[src/rtl/subwin_pkg.sv]
// Shared constants and types for the windowed readout address sequencer.
// Assumes a square array whose address fits in ADDR_W bits.
package subwin_pkg;
    localparam int unsigned ADDR_W    = 11;
    localparam int unsigned ARRAY_DIM = 1026;

    // Sequencer phase: idle, consuming a line, or waiting between lines
    typedef enum logic [1:0] {
        SEQ_IDLE = 2'd0,
        SEQ_RUN  = 2'd1,
        SEQ_GAP  = 2'd2
    } seq_state_t;
endpackage

[src/rtl/subwin_axis_cnt.sv]
// Preloadable up/down address counter for one array axis.
// Counts modulo DIM. A load has priority over a step in the same cycle.
// Assumes load_val is already below DIM. wrap pulses combinationally
// when a step crosses the boundary.
module subwin_axis_cnt #(
    parameter int unsigned AW  = 11,
    parameter int unsigned DIM = 1026
) (
    input  logic          clk,
    input  logic          rst_n,
    input  logic          load,
    input  logic [AW-1:0] load_val,
    input  logic          step,
    input  logic          dir_down,
    output logic [AW-1:0] cnt,
    output logic          wrap
);
    localparam logic [AW-1:0] LAST = AW'(DIM - 1);

    logic [AW-1:0] cnt_q;
    logic [AW-1:0] stepped;

    // Next address for a single step in the chosen direction
    always_comb begin
        if (dir_down) stepped = (cnt_q == '0) ? LAST : cnt_q - 1'b1;
        else          stepped = (cnt_q == LAST) ? '0 : cnt_q + 1'b1;
    end

    // Counter register: load first, then step
    always_ff @(posedge clk) begin
        if (!rst_n)    cnt_q <= '0;
        else if (load) cnt_q <= load_val;
        else if (step) cnt_q <= stepped;
    end

    assign wrap = step && !load && (dir_down ? (cnt_q == '0) : (cnt_q == LAST));
    assign cnt  = cnt_q;
endmodule

[src/rtl/subwin_span_track.sv]
// Counts pixels consumed in the current line and lines opened in the window.
// Raises last_pix and last_line when the counts reach the programmed
// "minus one" limits. Assumes the limits stay stable while a window is open.
module subwin_span_track #(
    parameter int unsigned AW = 11
) (
    input  logic          clk,
    input  logic          rst_n,
    input  logic          restart,
    input  logic          pix_adv,
    input  logic          pix_clr,
    input  logic          line_adv,
    input  logic [AW-1:0] pix_last_idx,
    input  logic [AW-1:0] line_last_idx,
    output logic          last_pix,
    output logic          last_line
);
    logic [AW-1:0] pix_cnt;
    logic [AW-1:0] line_cnt;

    // Pixel index within the current line
    always_ff @(posedge clk) begin
        if (!rst_n)                  pix_cnt <= '0;
        else if (restart || pix_clr) pix_cnt <= '0;
        else if (pix_adv)            pix_cnt <= pix_cnt + 1'b1;
    end

    // Line index within the window
    always_ff @(posedge clk) begin
        if (!rst_n)        line_cnt <= '0;
        else if (restart)  line_cnt <= '0;
        else if (line_adv) line_cnt <= line_cnt + 1'b1;
    end

    assign last_pix  = (pix_cnt == pix_last_idx);
    assign last_line = (line_cnt == line_last_idx);
endmodule

[src/rtl/subwin_seq_ctrl.sv]
// Phase controller of the window sequencer. Decides when each counter
// steps or reloads, and produces the line and window pulses and the sticky
// flags. Assumes the strobes are single-cycle enables synchronous to clk.
module subwin_seq_ctrl
    import subwin_pkg::*;
(
    input  logic clk,
    input  logic rst_n,
    input  logic cfg_load,
    input  logic cfg_oor,
    input  logic start,
    input  logic elem_stb,
    input  logic line_stb,
    input  logic self_adv,
    input  logic last_pix,
    input  logic last_line,
    input  logic wrap_any,
    output logic cfg_take,
    output logic run_start,
    output logic y_step,
    output logic y_reload,
    output logic x_step,
    output logic x_reload,
    output logic pix_clr,
    output logic busy,
    output logic pix_valid,
    output logic eol,
    output logic eow,
    output logic range_err,
    output logic load_rej
);
    seq_state_t state_q, state_d;
    logic consume, line_done, win_done, gap_exit, auto_step;
    logic eol_q, eow_q, range_q, rej_q;

    // Strobe qualification against the current phase
    always_comb begin
        cfg_take  = (state_q == SEQ_IDLE) && cfg_load;
        run_start = (state_q == SEQ_IDLE) && start && !cfg_load;
        consume   = (state_q == SEQ_RUN) && elem_stb;
        line_done = consume && last_pix;
        win_done  = line_done && last_line;
        gap_exit  = (state_q == SEQ_GAP) && line_stb;
        auto_step = line_done && !last_line && self_adv;
    end

    // Counter commands
    always_comb begin
        y_step   = consume && !last_pix;
        y_reload = line_done || cfg_take;
        x_step   = gap_exit || auto_step;
        x_reload = win_done || cfg_take;
        pix_clr  = line_done;
    end

    // Next phase
    always_comb begin
        state_d = state_q;
        unique case (state_q)
            SEQ_IDLE: if (run_start) state_d = SEQ_RUN;
            SEQ_RUN: begin
                if (win_done)                   state_d = SEQ_IDLE;
                else if (line_done && !self_adv) state_d = SEQ_GAP;
            end
            SEQ_GAP:  if (gap_exit) state_d = SEQ_RUN;
            default:  state_d = SEQ_IDLE;
        endcase
    end

    // Phase register
    always_ff @(posedge clk) begin
        if (!rst_n) state_q <= SEQ_IDLE;
        else        state_q <= state_d;
    end

    // Line and window pulses, one cycle after the consuming strobe
    always_ff @(posedge clk) begin
        if (!rst_n) begin
            eol_q <= 1'b0;
            eow_q <= 1'b0;
        end else begin
            eol_q <= line_done;
            eow_q <= win_done;
        end
    end

    // Sticky range flag: set on any wrap or reduced start, cleared by a clean load
    always_ff @(posedge clk) begin
        if (!rst_n)                          range_q <= 1'b0;
        else if (wrap_any)                   range_q <= 1'b1;
        else if (cfg_take)                   range_q <= cfg_oor;
    end

    // Sticky refused-load flag
    always_ff @(posedge clk) begin
        if (!rst_n)                              rej_q <= 1'b0;
        else if (cfg_load && state_q != SEQ_IDLE) rej_q <= 1'b1;
        else if (cfg_take)                       rej_q <= 1'b0;
    end

    assign busy      = (state_q != SEQ_IDLE);
    assign pix_valid = (state_q == SEQ_RUN);
    assign eol       = eol_q;
    assign eow       = eow_q;
    assign range_err = range_q;
    assign load_rej  = rej_q;
endmodule

[src/rtl/subwin_addr_seq.sv]
// Top of the windowed readout address sequencer. Holds the window
// configuration, reduces out-of-range starts modulo the array size, and
// joins the two axis counters, the span tracker and the phase controller.
// Assumes configuration inputs are sampled only on an accepted load.
module subwin_addr_seq
    import subwin_pkg::*;
#(
    parameter int unsigned ADDR_W    = subwin_pkg::ADDR_W,
    parameter int unsigned ARRAY_DIM = subwin_pkg::ARRAY_DIM
) (
    input  logic              clk,
    input  logic              rst_n,
    input  logic              cfg_load,
    input  logic [ADDR_W-1:0] cfg_x_start,
    input  logic [ADDR_W-1:0] cfg_y_start,
    input  logic [ADDR_W-1:0] cfg_width_m1,
    input  logic [ADDR_W-1:0] cfg_height_m1,
    input  logic              cfg_x_down,
    input  logic              cfg_y_down,
    input  logic              cfg_self_adv,
    input  logic              start,
    input  logic              elem_stb,
    input  logic              line_stb,
    output logic [ADDR_W-1:0] x_addr,
    output logic [ADDR_W-1:0] y_addr,
    output logic              pix_valid,
    output logic              busy,
    output logic              eol,
    output logic              eow,
    output logic              range_err,
    output logic              load_rej
);
    localparam logic [ADDR_W-1:0] DIM_V = ADDR_W'(ARRAY_DIM);

    logic [ADDR_W-1:0] x_start_q, y_start_q, width_q, height_q;
    logic              x_down_q, y_down_q, self_adv_q;
    logic [ADDR_W-1:0] x_in_red, y_in_red, x_load_val, y_load_val;
    logic              x_in_oor, y_in_oor;
    logic              cfg_take, run_start, y_step, y_reload, x_step, x_reload, pix_clr;
    logic              last_pix, last_line, x_wrap, y_wrap;

    // Reduce incoming starts into the array range
    always_comb begin
        x_in_oor = (cfg_x_start >= DIM_V);
        y_in_oor = (cfg_y_start >= DIM_V);
        x_in_red = x_in_oor ? cfg_x_start - DIM_V : cfg_x_start;
        y_in_red = y_in_oor ? cfg_y_start - DIM_V : cfg_y_start;
    end

    // Window configuration registers, written only on an accepted load
    always_ff @(posedge clk) begin
        if (!rst_n) begin
            x_start_q  <= '0;
            y_start_q  <= '0;
            width_q    <= '0;
            height_q   <= '0;
            x_down_q   <= 1'b0;
            y_down_q   <= 1'b0;
            self_adv_q <= 1'b0;
        end else if (cfg_take) begin
            x_start_q  <= x_in_red;
            y_start_q  <= y_in_red;
            width_q    <= cfg_width_m1;
            height_q   <= cfg_height_m1;
            x_down_q   <= cfg_x_down;
            y_down_q   <= cfg_y_down;
            self_adv_q <= cfg_self_adv;
        end
    end

    // Preload source: fresh configuration on a load, stored start otherwise
    always_comb begin
        x_load_val = cfg_take ? x_in_red : x_start_q;
        y_load_val = cfg_take ? y_in_red : y_start_q;
    end

    subwin_axis_cnt #(.AW(ADDR_W), .DIM(ARRAY_DIM)) u_x_cnt (
        .clk      (clk),
        .rst_n    (rst_n),
        .load     (x_reload),
        .load_val (x_load_val),
        .step     (x_step),
        .dir_down (x_down_q),
        .cnt      (x_addr),
        .wrap     (x_wrap)
    );

    subwin_axis_cnt #(.AW(ADDR_W), .DIM(ARRAY_DIM)) u_y_cnt (
        .clk      (clk),
        .rst_n    (rst_n),
        .load     (y_reload),
        .load_val (y_load_val),
        .step     (y_step),
        .dir_down (y_down_q),
        .cnt      (y_addr),
        .wrap     (y_wrap)
    );

    subwin_span_track #(.AW(ADDR_W)) u_span (
        .clk           (clk),
        .rst_n         (rst_n),
        .restart       (run_start),
        .pix_adv       (y_step),
        .pix_clr       (pix_clr),
        .line_adv      (x_step),
        .pix_last_idx  (width_q),
        .line_last_idx (height_q),
        .last_pix      (last_pix),
        .last_line     (last_line)
    );

    subwin_seq_ctrl u_ctrl (
        .clk       (clk),
        .rst_n     (rst_n),
        .cfg_load  (cfg_load),
        .cfg_oor   (x_in_oor || y_in_oor),
        .start     (start),
        .elem_stb  (elem_stb),
        .line_stb  (line_stb),
        .self_adv  (self_adv_q),
        .last_pix  (last_pix),
        .last_line (last_line),
        .wrap_any  (x_wrap || y_wrap),
        .cfg_take  (cfg_take),
        .run_start (run_start),
        .y_step    (y_step),
        .y_reload  (y_reload),
        .x_step    (x_step),
        .x_reload  (x_reload),
        .pix_clr   (pix_clr),
        .busy      (busy),
        .pix_valid (pix_valid),
        .eol       (eol),
        .eow       (eow),
        .range_err (range_err),
        .load_rej  (load_rej)
    );
endmodule

[config.mk]
export PLATFORM = sky130hd
export DESIGN_NAME = subwin_addr_seq
export DESIGN_NICKNAME = d
export VERILOG_FILES = /design/src/rtl/subwin_pkg.sv /design/src/rtl/subwin_axis_cnt.sv /design/src/rtl/subwin_span_track.sv /design/src/rtl/subwin_seq_ctrl.sv /design/src/rtl/subwin_addr_seq.sv
export SDC_FILE = /design/constraint.sdc
export NUM_CORES = 1
export LEC_CHECK = 0
export BUFFER_PORTS_ARGS = -buffer_cell sky130_fd_sc_hd__buf_2
export CAP_MARGIN = 0
export CORE_ASPECT_RATIO = 0.6
export CORE_MARGIN = 5
export CORE_UTILIZATION = 53
export CTS_CLUSTER_SIZE = 16
export DETAILED_ROUTE_END_ITERATION = 10
export GPL_TIMING_DRIVEN = 0
export PLACE_DENSITY = 0.87
export SLEW_MARGIN = 20
export SYNTH_ARGS = -nofsm -noshare
export SYNTH_HDL_FRONTEND = slang
export SYNTH_SLANG_ARGS = --single-unit
[constraint.sdc]
create_clock -name clk -period 2.5 [get_ports clk]
set_clock_uncertainty 0.15 [all_clocks]
set_input_delay 0.5 -clock clk [delete_from_list [all_inputs] [get_ports clk]]
set_output_delay 0.5 -clock clk [all_outputs]
set_load 0.005 [all_outputs]
Yosys cells after proc, flatten, opt, wreduce, memory -nomap -nowiden
Index checks and enable logic that the tools add are counted.
- input bits: 53
- output and inout bits: 28
- word-level logic and storage cells: 100
- register bits after elaboration: 97
- reduce and logical (&&, ||, !) cells: 39
- multiplexer cells: 25
- eq/ne operators: 9
- add/sub/neg operators: 8
- bitwise operators: 1
- order comparisons: 2
- operators with widths (cell ; number):
    11-bit 2-to-1 mux ; 14
    11-bit by 1-bit adder with 11-bit output, second input constant ; 4
    11-bit == test ; 2
    11-bit == test, second input constant ; 2
    11-bit greater-or-equal comparator, second input constant ; 2
    11-bit zero test ; 2
    11-bit by 1-bit subtractor with 11-bit output, second input constant ; 2
    11-bit subtractor, second input constant ; 2
    1-bit logical AND ; 16
    2-bit nonzero test ; 5
    2-bit 2-to-1 mux ; 4
    1-bit zero test ; 6
    1-bit logical OR ; 6
    1-bit 2-to-1 mux ; 6
    2-bit one-hot mux with 3 select lines ; 1
    2-bit OR reduction ; 2
    3-bit by 1-bit != test with 1-bit output, second input constant ; 1
    3-bit AND reduction ; 1
    2-bit by 1-bit == test with 1-bit output, second input constant ; 1
    2-bit == test, second input constant ; 1
    2-bit zero test ; 1
    2-bit by 1-bit != test with 1-bit output, second input constant ; 1
    2-bit != test, second input constant ; 1
    1-bit NOT ; 1

Longest topological paths before layout
- word-level depth: 10
- depth in mapped cells: 10
- depth with buffers taken out: 8

Hierarchy
Synthesis repeated with hierarchy kept, for this count alone.
- cells, all modules: 738
- area, all modules: 6127.1 µm²
- by module, submodules not included (module ; cells an instance ; area each (µm²) ; times used ; seq. area each (µm²)):
    subwin_addr_seq ; 264 ; 2329.7 ; 1 ; 940.9
    subwin_axis_cnt ; 146 ; 1116.1 ; 2 ; 220.2
    subwin_span_track ; 145 ; 1268.7 ; 1 ; 440.4
    subwin_seq_ctrl ; 37 ; 296.5 ; 1 ; 120.1

Worst setup path after synthesis
No wires, ideal clock.
- kind: input port to flip-flop
- start: input cfg_y_start[6]
- end: register u_y_cnt.cnt_q[6], in the netlist u_y_cnt.cnt[6]
- arrival time: 2228 ps
- path buffers: 0
- setup time: 70 ps
- required time: 2280 ps
- cell stages on the path: 6
- setup slack: 52 ps
- cells stage by stage: or4_1 > o311ai_0 > or3_1 > xor2_1 > a221o_1 > a21oi_1
- cells in the longest elaborated chain, start to end: 4
- elaborated cells between the ends (all ways): 5
- classes of those cells: add/sub: 1; order compare: 1; mux: 3
- ends and longest elaborated chain (item ; RTL line ; RTL):
    from (decl) ; subwin_addr_seq.sv:15 ; input logic [ADDR_W-1:0] cfg_y_start,
    11-bit subtractor / 11-bit greater-or-equal comparator (equally long branches) ; subwin_addr_seq.sv:47, subwin_addr_seq.sv:45 ;
    11-bit 2-to-1 mux * ; subwin_addr_seq.sv:47 ; y_in_red = y_in_oor ? cfg_y_start - DIM_V : cfg_y_start;
    11-bit 2-to-1 mux * ; -- ;
    11-bit 2-to-1 mux * ; subwin_axis_cnt.sv:32 ; else if (load) cnt_q <= load_val;
    to (signal assigned) ; subwin_axis_cnt.sv:32 ;
    to (signal assigned) ; subwin_axis_cnt.sv:33 ; else if (step) cnt_q <= stepped;
    to (decl) ; subwin_axis_cnt.sv:20 ; logic [AW-1:0] cnt_q;
Mark *: on every way between the ends. The rest lies on a longest branch, timed or not.
A chain may end at the register's enable or synchronous reset.

Worst setup path after layout
- start: register u_span.pix_cnt[0]
- end: register u_y_cnt.cnt_q[5], in the netlist u_y_cnt.cnt[5]
- cells in the longest elaborated chain, start to end: 4
- elaborated cells between the ends (all ways): 7
- classes of those cells: eq/ne: 1; mux: 1; reduce/logical: 5
- ends and longest elaborated chain (item ; RTL line ; RTL):
    from (decl) ; subwin_span_track.sv:18 ; logic [AW-1:0] pix_cnt;
    from (signal assigned) ; subwin_span_track.sv:25 ; else if (pix_adv) pix_cnt <= pix_cnt + 1'b1;
    11-bit == test * ; subwin_span_track.sv:35 ; assign last_pix = (pix_cnt == pix_last_idx);
    1-bit logical AND / 1-bit zero test (equally long branches) ; subwin_seq_ctrl.sv:41, subwin_seq_ctrl.sv:49 ;
    1-bit logical OR / 1-bit logical AND (equally long branches) ; subwin_seq_ctrl.sv:50, subwin_seq_ctrl.sv:49 ;
    11-bit 2-to-1 mux / 2-bit nonzero test (equally long branches) ; -- ;
Marks and branches as above.

==> run_results.csv <==
group,metric,value,unit
synthesis,synthCells,754,
synthesis,avgSynthCellArea,7.78,sq um
pwr,p_switching,1320,uW
pwr,power.density,585,mW/mm^2
floorplan,die_width,146,um
clock_tree,clkLatencyLatePin,0.35,ns
synthesis,synth_cell_type_count,75,
synthesis,synth_seq_area_share,33.1,%
floorplan,start_util,54.8,%
detailed_routing,first_pass_iters,7,
critical_path,crit_required,2.59,ns
min_path,hp-class,"input port to flip-flop",
pwr,combPwrFrac,24.9,%
detailed_routing,post-route-drc-count,0,
global_route,antenna_found_initial,0,
global_route,gr-total-overflow,0,
synthesis,synth_simple_gate_area_share,27.9,%
finish,area_delta_synth_final,21.5,%
timing,post-route-period-util,101,%
critical_path,cp.arrival,2.63,ns
floorplan,core_area,0.0107,sq mm
finish,drive_gt1_share,21.9,%
timing,rsz0062_at_grt,"true",
clock_tree,clk_pin_slew_worst_paths,0.07,ns
synthesis,ys.flop_type,"dfxtp_1",
synthesis,synth-async-reset-ratio,0,%
clock_tree,htreeDepth,3,
pwr,pwr-share-seq,41.4,%
global_route,track_usage,26.1,%
critical_path,startpoint_type,"flip-flop",
placed_design,gp_congestion,0.977,
detailed_routing,wire_per_inst,18.1,um
synthesis,synth_compound_area_share,22.6,%
floorplan,fp.dieH,91.5,um
finish,layout.nets,923,
timing,slew_headroom,38.6,%
critical_path,cp-end-kind,"flip-flop",
pwr,internal_power,2850,uW
synthesis,synth_xor_area_share,7.49,%
flow_run,cap_violations,0,
synthesis,synth.cell_area,0.00587,sq mm
floorplan,ios,81,
critical_path,path_class,"flip-flop to flip-flop",
pwr,ir_drop,0.384,mV
synthesis,synth-edff-count,0,
clock_tree,cts_max_path_buffers,2,
pwr,swShare,31.6,%
status,violations,"negative setup slack",
timing,hold_viol,0,
synthesis,synthAdderAreaFrac,2.56,%
placed_design,dp_hpwl,13200,um
finish,antenna_cells,0,
global_route,grt_pass1_wl,28700,um
placed_design,io_buffers,80,
detailed_routing,ant_nets,0,
timing,finalSetupTns,-0.126,ns
clock_tree,cts_root_buf,"clkbuf_16",
placed_design,dpl_cell_area,0.00644,sq mm
detailed_routing,wl,18200,um
clock_tree,clock_sinks,97,
timing,max_slew.worst_pin.slew,0.906,ns
clock_tree,cts_tree,"built",
finish,nFillCells,850,
detailed_routing,first_iter_violations,699,
global_route,grt_max_degree,16,
timing,finalSetupViolCount,6,
status,status,"finished, violations left",
pwr,p_leak,0.00267,uW
timing,period_needed,2.54,ns
global_route,grt_pass1_vias,5530,
timing,drv_slew,0,
pwr,p_clk_share,33.7,%
floorplan,die-area,0.0133,sq mm
synthesis,ys_seq_elements,97,
synthesis,synth_top_family_by_area,"simple AND/OR/NAND/NOR gates",
floorplan,num_rows,29,
timing,setup_slack,-0.0363,ns
synthesis,syn-num-nets,819,
finish,final_cell_area,0.00713,sq mm
clock_tree,hold_buffers,0,
detailed_routing,vias,6241,
detailed_routing,vias_per_cell,6.23,
synthesis,yosysWarnings,0,
critical_path,cp_max_fo,6,
clock_tree,numCtsBuffers,9,
synthesis,synth.mux.area_fraction,2.09,%
timing,fmax,0.394,GHz
[cells by family (layout without fill, tap and decap cells)]
| group | after synthesis | in the layout |
|---|---|---|
| AO/OA/AOI/OAI | 197 | 197 |
| buffers and inverters | 63 | 172 |
| flip-flops | 97 | 97 |
| AND/OR/NAND/NOR | 325 | 325 |
| adder cells (fa/ha/maj) | 12 | 12 |
| multiplexers | 12 | 12 |
| XOR/XNOR | 48 | 48 |
[layout by cell type, fill, tap and decap left out, drive strengths merged, types with 6 or more instances in the layout]
cell type / Yosys / routed
nand3: 22 / 22
or3: 14 / 14
inv: 17 / 17
o22ai: 7 / 7
xor2: 9 / 9
a22oi: 12 / 12
clkbuf: 34 / 43
nor3: 22 / 22
and2: 8 / 8
nand2: 115 / 115
nor4: 15 / 15
ha: 12 / 12
buf: 11 / 106
nor2b: 9 / 9
xnor2: 39 / 39
a21oi: 64 / 64
a31oi: 6 / 6
nand2b: 11 / 11
mux2i: 10 / 10
or4: 9 / 9
nand4: 18 / 18
dfxtp: 97 / 97
o21ai: 39 / 39
nor2: 56 / 56
[metrics by stage]
stage               power (uW)  cells  util [%]  worst slack, ns  hold slack [ns]
CTS                       4040    991      64.1          0.00251            0.230
finish                    4170   1002      66.6          -0.0363            0.232
floorplan                 2330    754         -           0.0521            0.279
global route              4330   1002      66.6           -0.118            0.242
detailed placement        2620    973      60.2           -0.319            0.299
global placement          2610    973      60.2           -0.293            0.287
[critical path: stages (launching register included)]
cell     delay (ns)
dfxtp_2        0.36
xnor2_1        0.26
nand3_2        0.18
buf_4          0.19
or4_1          0.68
nand2_1        0.28
a21oi_1        0.07
o221a_2        0.25
[flip-flops by register name, indices dropped and copies added (netlist names), 2 cells and up]
signal / cells
height_q: 11
x_start_q: 11
u_span.pix_cnt: 11
u_span.line_cnt: 11
u_ctrl.state_q: 2
u_x_cnt.cnt: 11
width_q: 11
u_y_cnt.cnt: 11
y_start_q: 11
[power by group through the flow]
stage	sequential, uW	combinational, uW	clock, uW
2_1_floorplan	1730	599	0
3_3_place_gp	1750	860	0
3_5_place_dp	1750	875	0
4_1_cts	1720	914	1410
5_1_grt	1730	1120	1470
6_report	1730	1040	1400
[final timing paths]
kind	slack [ns]	cells after the start	end	startpoint
max reg2reg	-0.04	7	u_y_cnt.cnt[5]	u_span.pix_cnt[0]
max	-0.04	7	u_y_cnt.cnt[5]	u_span.pix_cnt[0]
min reg2reg	0.31	2	y_start_q[10]	y_start_q[10]
min	0.23	3	height_q[1]	cfg_height_m1[1]
[layer usage]
metal / up-vias / global-route usage, % / part of all wire, %
li1: 2961 / - / -
met1: 2883 / 40.4 / 46
met2: 364 / 36.3 / 41
met3: 33 / 6.12 / 11
met4: 0 / 5.85 / 1.7
met5: - / 0 / 0
[timing repair]
| item | CTS | global route |
|---|---|---|
| pin swaps | 3 | 15 |
| endpoints found under the setup margin | 47 | 50 |
| buffers inserted | 2 | 13 |
| gates resized for setup | 27 | 53 |
[synth_stat cells, drive strengths merged, types with 11 or more instances]
library cell	n	area, sq um
nand2	115	432
dfxtp	97	1940
a21oi	64	320
nor2	56	210
o21ai	39	199
xnor2	39	360
clkbuf	34	128
nand3	22	110
nor3	22	110
nand4	18	113
inv	17	63.8
nor4	15	113
or3	14	87.6
a22oi	12	90.1
ha	12	150
buf	11	56.3
nand2b	11	68.8
[area by class of cell]
class	count	area [sq um]	area share (%)
Timing Repair Buffer	95	529	7.43
Sequential cell	97	1960	27.5
Buffer	43	206	2.90
Multi-Input combinational cell	594	3890	54.6
Clock inverter	5	55.1	0.773
Tap cell	139	174	2.44
Clock buffer	11	243	3.41
Inverter	18	67.6	0.948
No activity file was read; power rests on OpenSTA's default activity.
